### src/rtl/pkt_rx_fifo_pkg.sv
package pkt_rx_fifo_pkg;

   // Write-side operation after strobe precedence is applied
   typedef enum logic [1:0] {
      WOP_IDLE   = 2'd0,
      WOP_DATA   = 2'd1,
      WOP_CLOSE  = 2'd2,
      WOP_DROP   = 2'd3
   } wop_e;

   // Drop outranks close, close outranks a plain byte
   function automatic wop_e wop_decode(input logic valid, input logic close, input logic drop);
      if (drop)       return WOP_DROP;
      else if (close) return WOP_CLOSE;
      else if (valid) return WOP_DATA;
      else            return WOP_IDLE;
   endfunction

endpackage

### src/rtl/rbf_store.sv
module rbf_store #(
   parameter int DATA_W = 8,
   parameter int DEPTH  = 64
) (
   input  logic                     clk,
   input  logic                     we,
   input  logic [$clog2(DEPTH)-1:0] waddr,
   input  logic [DATA_W:0]          wentry,
   input  logic [$clog2(DEPTH)-1:0] raddr,
   output logic [DATA_W:0]          rentry
);
   localparam int EW = DATA_W + 1;

   logic [DEPTH-1:0][EW-1:0] rows;

   for (genvar g = 0; g < DEPTH; g++) begin : g_cell
      logic [EW-1:0] cell_q;
      always_ff @(posedge clk) begin
         if (we && (waddr == g[$clog2(DEPTH)-1:0])) cell_q <= wentry;
      end
      assign rows[g] = cell_q;
   end

   assign rentry = rows[raddr];
endmodule

### src/rtl/rbf_ptrs.sv
module rbf_ptrs
   import pkt_rx_fifo_pkg::*;
#(
   parameter int DEPTH = 64
) (
   input  logic                     clk,
   input  logic                     rst_n,
   input  wop_e                     op,
   input  logic                     abort,
   input  logic                     hold,
   input  logic                     rd_fire,
   output logic                     we,
   output logic [$clog2(DEPTH)-1:0] waddr,
   output logic                     wstat,
   output logic                     ovf_evt,
   output logic                     rd_valid,
   output logic                     empty,
   output logic [$clog2(DEPTH)-1:0] raddr
);
   localparam int AW = $clog2(DEPTH);
   localparam int PW = AW + 1;

   logic [PW-1:0] w_q, c_q, r_q;
   logic [PW-1:0] fill, readable;
   logic          full, take_data, take_close;

   assign fill       = w_q - r_q;
   assign readable   = c_q - r_q;
   assign full       = (fill == PW'(DEPTH));
   assign take_data  = (op == WOP_DATA)  && !hold && !abort;
   assign take_close = (op == WOP_CLOSE) && !hold && !abort;

   assign we       = (take_data || take_close) && !full;
   assign wstat    = take_close;
   assign ovf_evt  = (take_data || take_close) && full;
   assign waddr    = w_q[AW-1:0];
   assign raddr    = r_q[AW-1:0];
   assign rd_valid = (c_q != r_q);
   assign empty    = (w_q == r_q);

   always_ff @(posedge clk) begin
      if (!rst_n || abort) begin
         w_q <= '0;
         c_q <= '0;
         r_q <= '0;
      end else begin
         if (rd_fire) r_q <= r_q + 1'b1;
         if (op == WOP_DROP) begin
            w_q <= c_q;
         end else if (take_close) begin
            if (full) begin
               w_q <= c_q;
            end else begin
               w_q <= w_q + 1'b1;
               c_q <= w_q + 1'b1;
            end
         end else if (take_data && !full) begin
            w_q <= w_q + 1'b1;
         end
      end
   end


   commit_bound_chk: assert property (@(posedge clk) disable iff (!rst_n)
      readable <= fill);


   drop_rollback_chk: assert property (@(posedge clk) disable iff (!rst_n)
      (op == WOP_DROP && !abort) |=> (w_q == c_q));


   abort_clear_chk: assert property (@(posedge clk) disable iff (!rst_n)
      abort |=> (empty && !rd_valid));


   hold_block_chk: assert property (@(posedge clk) disable iff (!rst_n)
      (hold && !abort && op != WOP_DROP) |=> $stable(w_q));
endmodule

### src/rtl/rbf_gate.sv
module rbf_gate (
   input  logic clk,
   input  logic rst_n,
   input  logic carrier,
   input  logic abort,
   input  logic drop,
   input  logic ovf_evt,
   output logic hold,
   output logic overflow
);
   logic car_q, hold_q, ovf_q;
   logic car_edge, car_rise;

   assign car_edge = carrier ^ car_q;
   assign car_rise = carrier & ~car_q;

   always_ff @(posedge clk) begin
      if (!rst_n) begin
         car_q  <= 1'b0;
         hold_q <= 1'b0;
         ovf_q  <= 1'b0;
      end else begin
         car_q <= carrier;
         if (abort || drop)  hold_q <= 1'b1;
         else if (car_edge)  hold_q <= 1'b0;
         if (ovf_evt)        ovf_q  <= 1'b1;
         else if (car_rise)  ovf_q  <= 1'b0;
      end
   end

   assign hold     = hold_q;
   assign overflow = ovf_q;


   ovf_set_chk: assert property (@(posedge clk) disable iff (!rst_n)
      ovf_evt |=> overflow);


   ovf_sticky_chk: assert property (@(posedge clk) disable iff (!rst_n)
      (overflow && !car_rise) |=> overflow);
endmodule

### src/rtl/pkt_rx_fifo.sv
module pkt_rx_fifo
   import pkt_rx_fifo_pkg::*;
#(
   parameter int DATA_W = 8,
   parameter int DEPTH  = 64
) (
   input  logic              clk,
   input  logic              rst_n,
   input  logic [DATA_W-1:0] wr_data,
   input  logic              wr_valid,
   input  logic              wr_commit,
   input  logic              wr_discard,
   input  logic              abort,
   input  logic              carrier,
   output logic [DATA_W-1:0] rd_data,
   output logic              rd_status,
   output logic              rd_valid,
   input  logic              rd_ready,
   output logic              overflow,
   output logic              empty
);
   localparam int AW = $clog2(DEPTH);

   if (DEPTH < 4 || (DEPTH & (DEPTH - 1)) != 0) begin : g_bad_depth
      $error("pkt_rx_fifo: DEPTH must be a power of two of at least 4");
   end
   if (DATA_W < 1) begin : g_bad_width
      $error("pkt_rx_fifo: DATA_W must be at least 1");
   end

   wop_e            op;
   logic            hold, we, wstat, ovf_evt, rd_fire;
   logic [AW-1:0]   waddr, raddr;
   logic [DATA_W:0] rentry;

   assign op      = wop_decode(wr_valid, wr_commit, wr_discard);
   assign rd_fire = rd_valid && rd_ready && !abort;

   rbf_gate u_gate (
      .clk      (clk),
      .rst_n    (rst_n),
      .carrier  (carrier),
      .abort    (abort),
      .drop     (op == WOP_DROP),
      .ovf_evt  (ovf_evt),
      .hold     (hold),
      .overflow (overflow)
   );

   rbf_ptrs #(.DEPTH(DEPTH)) u_ptrs (
      .clk      (clk),
      .rst_n    (rst_n),
      .op       (op),
      .abort    (abort),
      .hold     (hold),
      .rd_fire  (rd_fire),
      .we       (we),
      .waddr    (waddr),
      .wstat    (wstat),
      .ovf_evt  (ovf_evt),
      .rd_valid (rd_valid),
      .empty    (empty),
      .raddr    (raddr)
   );

   rbf_store #(.DATA_W(DATA_W), .DEPTH(DEPTH)) u_store (
      .clk    (clk),
      .we     (we),
      .waddr  (waddr),
      .wentry ({wstat, wr_data}),
      .raddr  (raddr),
      .rentry (rentry)
   );

   assign rd_data   = rentry[DATA_W-1:0];
   assign rd_status = rentry[DATA_W];


   valid_implies_stored_chk: assert property (@(posedge clk) disable iff (!rst_n)
      rd_valid |-> !empty);
endmodule

### config.mk
export PLATFORM = sky130hd
export DESIGN_NAME = pkt_rx_fifo
export DESIGN_NICKNAME = d
export VERILOG_FILES = /design/src/rtl/pkt_rx_fifo_pkg.sv /design/src/rtl/rbf_store.sv /design/src/rtl/rbf_ptrs.sv /design/src/rtl/rbf_gate.sv /design/src/rtl/pkt_rx_fifo.sv
export SDC_FILE = /design/constraint.sdc
export NUM_CORES = 1
export LEC_CHECK = 0
export BUFFER_PORTS_ARGS = -buffer_cell sky130_fd_sc_hd__buf_4
export CAP_MARGIN = 20
export CORE_MARGIN = 2
export CORE_UTILIZATION = 60
export CTS_CLUSTER_SIZE = 20
export DETAILED_ROUTE_END_ITERATION = 8
export HOLD_SLACK_MARGIN = 0.02
export PLACE_DENSITY = 0.76
export SETUP_SLACK_MARGIN = 0.3
export SLEW_MARGIN = 5
export SYNTH_ARGS = -nofsm -noshare
export SYNTH_HDL_FRONTEND = slang
export SYNTH_SLANG_ARGS = --single-unit
### constraint.sdc
create_clock -name clk -period 4.62 [get_ports clk]
set_input_delay 0.231 -clock clk [delete_from_list [all_inputs] [get_ports clk]]
set_output_delay 0.231 -clock clk [all_outputs]
set_load 0.01 [all_outputs]
Yosys cells after proc, flatten, opt, wreduce, memory -nomap -nowiden --
Index checks and enable logic that the tools add are counted.
Word-level totals: bits in read-only memories 0, output and inout port bits 12, latch bits 0, register bits after elaboration 600, RAM bits 0, bits of input ports 16, memories 0
Cells by class: bitwise operators 4, order comparisons 1, eq/ne operators 69, reduce and logical (&&, ||, !) cells 85, shift-type cells 0, muxes and demuxes 13, multiply operators 0, add/sub/neg operators 3, divide/modulo/power cells 0
Operator list (number):
- equality test 6 bit (second input constant) | 32
- equality test 6 x 5 -> 1 bit (second input constant) | 16
- logical AND 1 bit | 73
- binary-select mux 9 bit (select 6 bit) | 1
- equality test 6 x 4 -> 1 bit (second input constant) | 8
- 2-to-1 mux 7 bit | 4
- equality test 6 x 3 -> 1 bit (second input constant) | 4
- adder 7 x 1 -> 7 bit (second input constant) | 2
- equality test 6 x 2 -> 1 bit (second input constant) | 2
- 2-to-1 mux 9 bit | 1
- equality test 7 bit | 1
- equality test 7 bit (second input constant) | 1
- less-than comparator 6 x 7 -> 1 bit (second input constant) | 1
- != test 7 bit | 1
- subtractor 7 bit | 1
- equality test 6 x 1 -> 1 bit (second input constant) | 1
- logical NOT 6 bit | 1
- 2-to-1 mux 1 bit | 5
- equality test 2 bit (second input constant) | 2
- logical NOT 1 bit | 4
- 2-to-1 mux 2 bit | 2
- nonzero test 2 bit | 2
- logical OR 1 bit | 3
- nonzero test 3 bit | 1
- other kinds (5) | 6

Longest topological paths before layout --
Gate-level depths: netlist (run 1).
depth in word-level cells 10, gate-level depth with buffers 15, gate-level depth less buffers 9

Cells and area by module --
Synthesis (run 1) repeated with hierarchy kept, for this count alone.
Unflattened totals: cell total of the unflattened synthesis 1241, area total of the unflattened synthesis 24198.2 µm²
By module, submodules not included:
- rbf_store | area each 22502.8 µm², instances 1, cells an instance 1034, sequential area each 17296.6 µm²
- rbf_ptrs | area each 1556.5 µm², instances 1, cells an instance 191, sequential area each 420.4 µm²
- rbf_gate | area each 110.1 µm², instances 1, cells an instance 10, sequential area each 60.1 µm²
- pkt_rx_fifo | area each 28.8 µm², instances 1, cells an instance 6, sequential area each 0.0 µm²

Worst setup path after synthesis (run 1) --
No wires, ideal clock.
path kind reg2reg, from register u_ptrs.r_q[2], to register u_store.g_cell[0].cell_q[0] (enable), data required time 4246 ps, stages on the path, launching flop included 15, path slack 752 ps, arrival time 3494 ps, setup time 374 ps, path through dfxtp_1 > buf_2 > clkbuf_1 > clkbuf_1 > buf_2 > inv_1 > ha_1 > nand4_1 > o21bai_1 > a21oi_1 > nor4_1 > or4_1 > clkbuf_1 > buf_2 > nor2_1
On the way: cells in the longest elaborated chain, start to end 5
Ends and longest elaborated chain:
- start: declaration | RTL line rbf_ptrs.sv:23 | logic [PW-1:0] w_q, c_q, r_q;
- start signal: assignment | RTL line rbf_ptrs.sv:47 | if (rd_fire) r_q <= r_q + 1'b1;
- subtractor 7 bit | RTL line rbf_ptrs.sv:27 | assign fill = w_q - r_q;
- equality test 7 bit | RTL line rbf_ptrs.sv:29 | assign full = (fill == PW'(DEPTH));
- logical NOT 1 bit | RTL line rbf_ptrs.sv:33 | assign we = (take_data || take_close) && !full;
- logical AND 1 bit | RTL line rbf_ptrs.sv:33
- logical AND 1 bit | RTL line rbf_store.sv:19 | if (we && (waddr == g[$clog2(DEPTH)-1:0])) cell_q <= wentry;
- end signal: assignment | RTL line rbf_store.sv:19
- end: declaration | RTL line rbf_store.sv:17 | logic [EW-1:0] cell_q;
No other way between the ends. A chain may end at the register's enable or synchronous reset.

Final worst setup path (run 1) --
from register u_ptrs.r_q[5], to register u_store.g_cell[48].cell_q[1] (enable)
On the way: cells in the longest elaborated chain, start to end 5
Ends and longest elaborated chain (RTL line):
- subtractor 7 bit | rbf_ptrs.sv:27
- equality test 7 bit | rbf_ptrs.sv:29
- logical NOT 1 bit | rbf_ptrs.sv:33
- logical AND 1 bit | rbf_ptrs.sv:33
- logical AND 1 bit | rbf_store.sv:19
- end signal: assignment | rbf_store.sv:19
- end: declaration | rbf_store.sv:17
No other way between the ends.

==> flow_metrics.env, run 1 <==
export IMPL_seqPwrFrac_pct=55.4
export IMPL_root_buffer="clkbuf_16"
export IMPL_start_util_pct=61.2
export IMPL_vias=11700
export IMPL_tightestPinTransition_ns=0.988
export IMPL_synth_seq_cells=600
export IMPL_arrival_ns=4.25
export IMPL_rsz0062_at_grt="false"
export IMPL_drv_cap=0
export IMPL_synth_edf_count=576
export IMPL_yosys_top_cells_area="edfxtp_1 73%, mux4_2 17%, dfxtp_1 2.0%"
export IMPL_switchingPower_mw=2.13
export IMPL_synth_cell_area_um2=23800
export IMPL_cts_tree="built"
export IMPL_ant_nets=0
export IMPL_period_needed_ns=4.05
export IMPL_dieArea_um2=41200
export IMPL_p_per_area_nw_per_um2=410
export IMPL_grt_overflow=0
export IMPL_switching_share_pct=19.7
export IMPL_clk_path_buf_depth=3
export IMPL_syn_to_final_growth_pct=10.8
export IMPL_p_leak_nw=8.02
export IMPL_grt_use_total_pct=26.5
export IMPL_synth_top_cell_by_area="edfxtp_1"
export IMPL_seq_area_um2=17800
export IMPL_wl_per_cell_um=30.2
export IMPL_grt_start_max_net_pins=148
export IMPL_synthArstFlopShare_pct=0
export IMPL_numCtsBuffers=57
export IMPL_clkPwrFrac_pct=41.7
export IMPL_outcome="completed"
export IMPL_ios=28
export IMPL_max_freq_mhz=247
export IMPL_setup_viol=0
export IMPL_layout_drive_gt1_share_pct=25.2
export IMPL_yosysTopAreaCellShare_pct=72.8
export IMPL_dp_hpwl_mm=30.4
export IMPL_drc=0
export IMPL_nFillCells=2299
export IMPL_synthCells=1137
export IMPL_maxSlewViolCount=0
export IMPL_multi_input_area_um2=5610
export IMPL_avgSynthCellArea_um2=20.9
export IMPL_synth_top_flop_cell="edfxtp_1"
export IMPL_dieWidth_um=203
export IMPL_peakVddDrop_v=0.000281
export IMPL_max_slew_margin_pct=33.9
export IMPL_clkSlewWorstSetupHoldPaths_ns=0.06
export IMPL_htree_levels=2
export IMPL_grt_pass1_wl_mm=78.0
export IMPL_path_max_fanout=17
export IMPL_whs_ns=0.0547
export IMPL_die_h_um=203
export IMPL_drt_wl_total_mm=52.8
export IMPL_first_global_vias=11600
export IMPL_drtPass1Iterations=5
export IMPL_syn_num_nets=1165
export IMPL_yosysSeqAreaShare_pct=74.8
export IMPL_min_path_type="input pin to flop"
export IMPL_worstSetupPathType="flop to flop"
export IMPL_yosysWarnings=0
export IMPL_placementRows=72
export IMPL_internal_power_mw=8.67
export IMPL_initialDrtViolationCount=1493
export IMPL_clock_skew_ns=0.0138
export IMPL_tns_ns=0
export IMPL_io_buffers=27
export IMPL_hold_viol_final=0
export IMPL_viasPerCell=6.68
export IMPL_start_kind="flop"
export IMPL_nNetsFinal=1211
export IMPL_ys_types=50
export IMPL_core_um2=38800
export IMPL_combPwrFrac_pct=2.9
export IMPL_gp_routability_congestion=0.932
export IMPL_timing_final_crit_share_pct=87.6
export IMPL_required_ns=4.83
export IMPL_clock_sinks=600
export IMPL_clock_latency_ns=0.58
export IMPL_antenna_found_initial=3
export IMPL_endpoint_kind="flop"
-- critical path, cell delays in order (launching register included) --
cell and delay [ns]:
dfxtp_1 0.67, inv_1 0.20, ha_1 0.39, nand4_1 0.14, o21bai_1 0.19, a21oi_1 0.16, nor4_1 0.07, buf_4 0.18
or4_1 0.89, nor2_1 0.76
-- synthesized netlist by cell type (2+ instances only) --
cell type,number
clkbuf_1,25
a31oi_1,7
or4_1,3
buf_6,3
nor4_1,7
a22oi_1,4
a211oi_1,14
nor2b_1,6
nor3_1,7
buf_1,8
and2_1,8
ha_1,12
o21ai_1,2
nand3_1,9
inv_2,2
inv_1,16
a221o_1,2
mux4_2,179
xnor2_1,12
dfxtp_1,24
buf_4,5
nand3b_1,3
buf_2,21
o221a_1,2
edfxtp_1,576
and3_1,2
o21bai_1,2
nand4_1,2
nand2_1,36
a21oi_1,15
nor2_1,97
xor2_1,8
-- cells by family (layout without fill, tap and decap cells) --
family,Yosys count,count (layout),synth area share (%)
AOI/OAI and AO/OA,58,58,1.72
xor gates and xnor gates,20,20,0.737
adders and majority gates,12,12,0.632
buffers and inverters,80,170,1.55
DFF,600,600,74.8
muxes,180,180,17.0
other,0,1,0
and+or+nand+nor,187,187,3.52
-- power by group through the flow --
stage               clock, mW  combinational, mW  sequential (mW)
finish                   4.50              0.312             5.98
global route             4.76              0.332             5.98
CTS                      4.55              0.311             5.98
detailed placement          0              0.306             6.09
global placement            0              0.299             6.09
floorplan                   0              0.158             6.08
-- sequential cells by signal, summed over array words and instances (netlist names) --
register / count
u_gate.car_q: 1
u_gate.hold: 1
u_gate.overflow: 1
u_ptrs.r_q: 7
u_ptrs.w_q: 7
u_ptrs.c_q: 7
u_store.g_cell.cell_q: 576
-- worst paths after layout --
kind | slack (ns) | startpoint | to | depth (start not counted)
worst max-delay path | 0.57 | u_ptrs.r_q[5]$_SDFFE_PP0P_ | u_store.g_cell[48].cell_q[1]$_DFFE_PP_ | 9
worst min-delay path | 0.05 | wr_discard | u_ptrs.w_q[1]$_SDFFE_PP0P_ | 3
worst max register to register | 0.57 | u_ptrs.r_q[5]$_SDFFE_PP0P_ | u_store.g_cell[48].cell_q[1]$_DFFE_PP_ | 9
worst min register to register | 0.54 | u_ptrs.c_q[6]$_SDFFE_PP0P_ | u_ptrs.c_q[6]$_SDFFE_PP0P_ | 2
-- stage by stage --
stage	utilization [%]	power, mW	std cells	area [um^2]	setup slack, ns
2_1_floorplan	-	6.24	1137	23800	0.752
3_3_place_gp	63.1	6.39	1638	24500	0.737
3_5_place_dp	63.1	6.40	1638	24500	0.609
4_1_cts	67.8	10.8	1745	26300	0.613
5_1_grt	67.8	11.1	1745	26300	0.323
6_report	67.8	10.8	1746	26300	0.573
-- cells in the final DEF, fill, tap and decap left out, drive strengths merged, types with 3 or more instances in the layout --
cell           n
and2           8
nor2b          6
clkinvlp       3
inv           18
clkbuf        76
buf           45
a22oi          4
nand3b         3
nor4           8
o21ai          3
ha            12
nor2          98
dlygate4sd3    4
nand3          9
or4            3
edfxtp       576
clkinv        19
dfxtp         24
bufinv         5
a211oi        14
a31oi          7
xor2           8
mux4         179
nor3           7
xnor2         12
a21oi         15
nand2         36
-- final cells by class --
type / instances / share of cell area [%]
clock inverters: 27 / 0.956
multi-input cells: 457 / 21.3
flip-flops and latches: 600 / 67.6
well taps: 518 / 2.46
diodes: 1 / 0.00951
inverters: 18 / 0.257
repair buffers: 49 / 1.58
clock buffers: 76 / 5.84
-- metal layers --
layer  wire length [um]  track usage [%]  up-vias
met5                 13                0        -
li1                   -                -     4785
met2              25100             40.5      725
met4               1770             9.15        2
met1              20100             37.6     6035
met3               5770             7.46      119
-- timing repair --
| action | CTS | global route |
|---|---|---|
| hold buffers | 4 | 0 |
| endpoints found under the hold margin | 3 | 0 |
| buffers inserted | 0 | 0 |
| resized for setup | 0 | 0 |
(Power assumes the default switching activity.)
==> run 2, diff against run 1 <==
Settings changed: CTS_BUF_LIST set to sky130_fd_sc_hd__clkbuf_4 sky130_fd_sc_hd__clkbuf_8 sky130_fd_sc_hd__clkbuf_16.
==> flow_metrics.env, run 2 (synthesized netlist as in run 1, its figures left out) <==
export IMPL_grt_overflow=0
export IMPL_fin_ws_ns=0.574
export IMPL_fin_util_pct=67.9
export IMPL_timing_final_crit_share_pct=87.6
export IMPL_clk_path_buf_depth=3
export IMPL_min_path_type="input pin to flop"
export IMPL_clkSlewWorstSetupHoldPaths_ns=0.06
export IMPL_dieArea_um2=41200
export IMPL_antenna_found_initial=3
export IMPL_vias=11600
export IMPL_top_usage_layer="met2"
export IMPL_grt_start_max_net_pins=148
export IMPL_clock_sinks=600
export IMPL_grt_use_total_pct=26.4
export IMPL_first_global_vias=11600
export IMPL_met3_usage_pct=6.52
export IMPL_htree_levels=2
export IMPL_start_util_pct=61.2
export IMPL_syn_to_final_growth_pct=11.0
export IMPL_maxSlewViolCount=0
export IMPL_numCtsBuffers=57
export IMPL_cts_tree="built"
export IMPL_max_freq_mhz=247
export IMPL_nNetsFinal=1211
export IMPL_regMostFlops="u_store.g_cell.cell_q"
export IMPL_tns_ns=0
export IMPL_dp_cells=1638
export IMPL_max_slew_margin_pct=34.8
export IMPL_layout_drive_gt1_share_pct=26.4
export IMPL_mostFrequentLayoutCell="edfxtp_1"
export IMPL_rsz0062_at_grt="false"
export IMPL_period_needed_ns=4.05
export IMPL_drtPass1Iterations=6
export IMPL_root_buffer="clkbuf_16"
export IMPL_p_per_area_nw_per_um2=413
export IMPL_viasPerCell=6.64
export IMPL_drt_wl_total_mm=52.3
export IMPL_ant_nets=0
export IMPL_p_leak_nw=8.07
export IMPL_endpoint_kind="flop"
export IMPL_gp_routability_congestion=0.932
export IMPL_largest_reg_flops=576
export IMPL_dieWidth_um=203
export IMPL_hold_viol_final=0
export IMPL_core_um2=38800
export IMPL_antenna_diode_count=0
export IMPL_placementRows=72
export IMPL_drc=0
export IMPL_start_kind="flop"
export IMPL_path_max_fanout=17
export IMPL_grtUsageMet1_pct=38.3
export IMPL_drv_cap=0
export IMPL_ios=28
export IMPL_io_buffers=27
export IMPL_instances_no_fill=1745
export IMPL_tightestPinTransition_ns=0.974
export IMPL_grt_pass1_wl_mm=77.7
export IMPL_final_cell_mix="576 x edfxtp_1, 179 x mux4_2, 97 x nor2_1"
export IMPL_wl_per_cell_um=30.0
export IMPL_pre_cts_ws_ns=0.609
export IMPL_clock_skew_ns=0.0119
export IMPL_outcome="completed"
export IMPL_arrival_ns=4.26
export IMPL_initialDrtViolationCount=1587
export IMPL_required_ns=4.83
export IMPL_use_met2_pct=40.7
export IMPL_worstSetupPathType="flop to flop"
export IMPL_peakVddDrop_v=0.000279
export IMPL_clock_latency_ns=0.58
export IMPL_dp_hpwl_mm=30.4
export IMPL_die_h_um=203
export IMPL_setup_viol=0
export IMPL_p_total_mw=10.9
-- run 2: worst paths after layout --
kind	startpoint	endpoint	slack [ns]	cells after the start
worst max-delay path	u_ptrs.r_q[5]$_SDFFE_PP0P_	u_store.g_cell[48].cell_q[8]$_DFFE_PP_	0.57	9
worst min-delay path	wr_discard	u_ptrs.w_q[0]$_SDFFE_PP0P_	0.05	4
worst max register to register	u_ptrs.r_q[5]$_SDFFE_PP0P_	u_store.g_cell[48].cell_q[8]$_DFFE_PP_	0.57	9
worst min register to register	u_ptrs.c_q[4]$_SDFFE_PP0P_	u_ptrs.c_q[4]$_SDFFE_PP0P_	0.53	2
-- run 2: report_power, final --
group,internal (mW),switching [mW],leakage (nW)
Clock,2.69,1.91,0.915
Combinational,0.105,0.206,1.74
Sequential,5.96,0.0151,5.41
Total,8.75,2.13,8.07
-- run 2: timing repair --
item                      4_1_cts  5_1_grt
hold buffers                    4        0
buffers inserted                0        0
hold endpoints to repair        3        0
gates resized for setup         0        0
-- run 2: stage by stage --
step                      area (um^2)  hold slack [ns]
after floorplan                 23800            0.330
after global placement          24500            0.455
after detailed placement        24500            0.466
after CTS                       26400           0.0235
after global routing            26400           0.0595
final                           26400           0.0476
-- run 2: final cells by class --
type	instances	area [um^2]
clock inverter	27	251
tap	518	648
clock buffer	76	1590
fill	2294	12500
multi-input combinational	457	5610
timing repair buffer	49	415
sequential	600	17800
inverter	18	67.6
-- run 2: metal layers --
metal / vias up / routed length [um]
met5: - / 30
met2: 739 / 25100
met3: 106 / 5690
met4: 4 / 1430
met1: 5959 / 20100
li1: 4786 / -
-- run 2: worst max-delay path: stages, from the launching register on --
cell and delay [ns]:
dfxtp_1 0.67, inv_1 0.20, ha_1 0.39, nand4_1 0.14, o21bai_1 0.19, a21oi_1 0.16, nor4_1 0.07, buf_4 0.18
or4_1 0.89, nor2_1 0.76
==> run 3, diff against run 2 <==
==> constraint.sdc (replaced) <==
create_clock -name clk -period 4.62 [get_ports clk]
set_input_delay 0.462 -clock clk [delete_from_list [all_inputs] [get_ports clk]]
set_output_delay 0.462 -clock clk [all_outputs]
set_load 0.01 [all_outputs]
==> flow_metrics.env, run 3 (synthesized netlist as in run 1, its figures left out) <==
export IMPL_antenna_found_initial=1
export IMPL_max_freq_mhz=238
export IMPL_placed_area_um2=24500
export IMPL_largest_reg_flops=576
export IMPL_setup_viol=0
export IMPL_rsz0062_at_grt="false"
export IMPL_peakVddDrop_v=0.000292
export IMPL_placementRows=72
export IMPL_clkSlewWorstSetupHoldPaths_ns=0.06
export IMPL_fin_ws_ns=0.410
export IMPL_first_global_vias=11600
export IMPL_endpoint_kind="output port"
export IMPL_initialDrtViolationCount=1448
export IMPL_io_buffers=27
export IMPL_cts_tree="built"
export IMPL_clock_latency_ns=0.61
export IMPL_path_max_fanout=29
export IMPL_hold_buffers=0
export IMPL_dieArea_um2=41200
export IMPL_mostFrequentLayoutCell="edfxtp_1"
export IMPL_clk_path_buf_depth=3
export IMPL_ant_nets=0
export IMPL_start_util_pct=61.2
export IMPL_wl_per_cell_um=30.3
export IMPL_p_total_mw=10.7
export IMPL_worst_path_max_delay_cell="dfxtp_4"
export IMPL_drt_wl_total_mm=52.6
export IMPL_dieWidth_um=203
export IMPL_antenna_diode_count=0
export IMPL_final_cell_mix="576 x edfxtp_1, 179 x mux4_2, 97 x nor2_1"
export IMPL_timing_final_crit_share_pct=91.1
export IMPL_vias=11600
export IMPL_p_leak_nw=8.00
export IMPL_max_stage_delay_ns=0.69
export IMPL_cp_common_cell="mux4_2"
export IMPL_ios=28
export IMPL_outcome="completed"
export IMPL_die_h_um=203
export IMPL_seq_area_um2=17800
export IMPL_grt_overflow=0
export IMPL_arrival_ns=3.75
export IMPL_syn_to_final_growth_pct=10.4
export IMPL_grt_start_max_net_pins=148
export IMPL_final_area_um2=26200
export IMPL_max_slew_margin_pct=22.3
export IMPL_required_ns=4.16
export IMPL_maxSlewViolCount=0
export IMPL_start_kind="flop"
export IMPL_viasPerCell=6.70
export IMPL_nFillCells=2395
export IMPL_p_per_area_nw_per_um2=407
export IMPL_drv_cap=0
export IMPL_pre_cts_ws_ns=0.795
export IMPL_core_um2=38800
export IMPL_worstSetupPathType="flop to output port"
export IMPL_crit_family="multiplexers"
export IMPL_clock_skew_ns=0.0249
export IMPL_postCtsSetupBuffers=0
export IMPL_clock_sinks=600
export IMPL_crit_chain="buf_6, mux4_2, mux4_2, a211oi_1, a31oi_1, buf_4"
export IMPL_hold_viol_final=0
export IMPL_path_buf_inv=2
export IMPL_multi_input_area_um2=5610
export IMPL_tightestPinTransition_ns=1.16
export IMPL_nNetsFinal=1206
export IMPL_period_needed_ns=4.21
export IMPL_gp_routability_congestion=0.928
export IMPL_drc=0
export IMPL_reg2reg_slack_ns=0.76
export IMPL_numCtsBuffers=56
export IMPL_dp_hpwl_mm=30.3
export IMPL_tns_ns=0
export IMPL_regMostFlops="u_store.g_cell.cell_q"
export IMPL_min_path_type="input pin to flop"
export IMPL_grt_pass1_wl_mm=77.6
export IMPL_drtPass1Iterations=5
export IMPL_grt_use_total_pct=26.4
export IMPL_layout_drive_gt1_share_pct=25.8
export IMPL_htree_levels=2
export IMPL_root_buffer="clkbuf_16"
==> run 3: cell type report <==
class	count	area share [%]
clock inverter	32	0.964
clock buffer	66	5.63
timing repair buffer	45	1.49
multi-input combinational	457	21.4
inverter	18	0.258
sequential	600	67.8
tap	518	2.47
==> run 3: path summary, 6_finish.rpt <==
check | start | end | cells after the start
min reg2reg | u_gate.hold$_SDFFE_PN0P_ | u_gate.hold$_SDFFE_PN0P_ | 2
max reg2reg | u_ptrs.r_q[4]$_SDFFE_PP0P_ | u_store.g_cell[50].cell_q[4]$_DFFE_PP_ | 9
max | u_ptrs.r_q[0]$_SDFFE_PP0P_ | rd_data[3] | 6
min | carrier | u_gate.car_q$_SDFF_PN0_ | 2
==> run 3: routing by layer <==
layer / wire length, um / global-route usage (%) / share of wire (%)
met5: 10 / 0 / 0.019
met3: 5420 / 5.75 / 10
met2: 25100 / 40.4 / 48
met1: 20600 / 38.9 / 39
met4: 1410 / 8.29 / 2.7
==> run 3: report_power, final <==
group          internal (mW)  switching (mW)  total [mW]
Sequential              5.96          0.0144        5.98
Combinational          0.103           0.204       0.307
Clock                   2.49            1.91        4.40
==> run 3: what timing repair did <==
action,4_1_cts,5_1_grt
resized for setup,1,0
setup endpoints to repair,1,0
endpoints found under the hold margin,0,0
==> run 3: metrics by stage <==
step / cells / util [%] / hold WS, ns
final: 1736 / 67.6 / 0.0970
after global routing: 1736 / 67.6 / 0.0947
after CTS: 1734 / 67.5 / 0.0783
after detailed placement: 1636 / 63.0 / 0.524
after global placement: 1634 / 63.0 / 0.504
after floorplan: 1137 / - / 0.482
==> run 3: worst register-to-register path, stage by stage (launching register included) <==
cell	delay [ns]
dfxtp_1	0.56
inv_2	0.07
ha_1	0.38
nand4_1	0.13
o21bai_1	0.20
a21oi_1	0.21
nor4_1	0.09
buf_4	0.18
or4_1	0.87
nor2_1	0.81
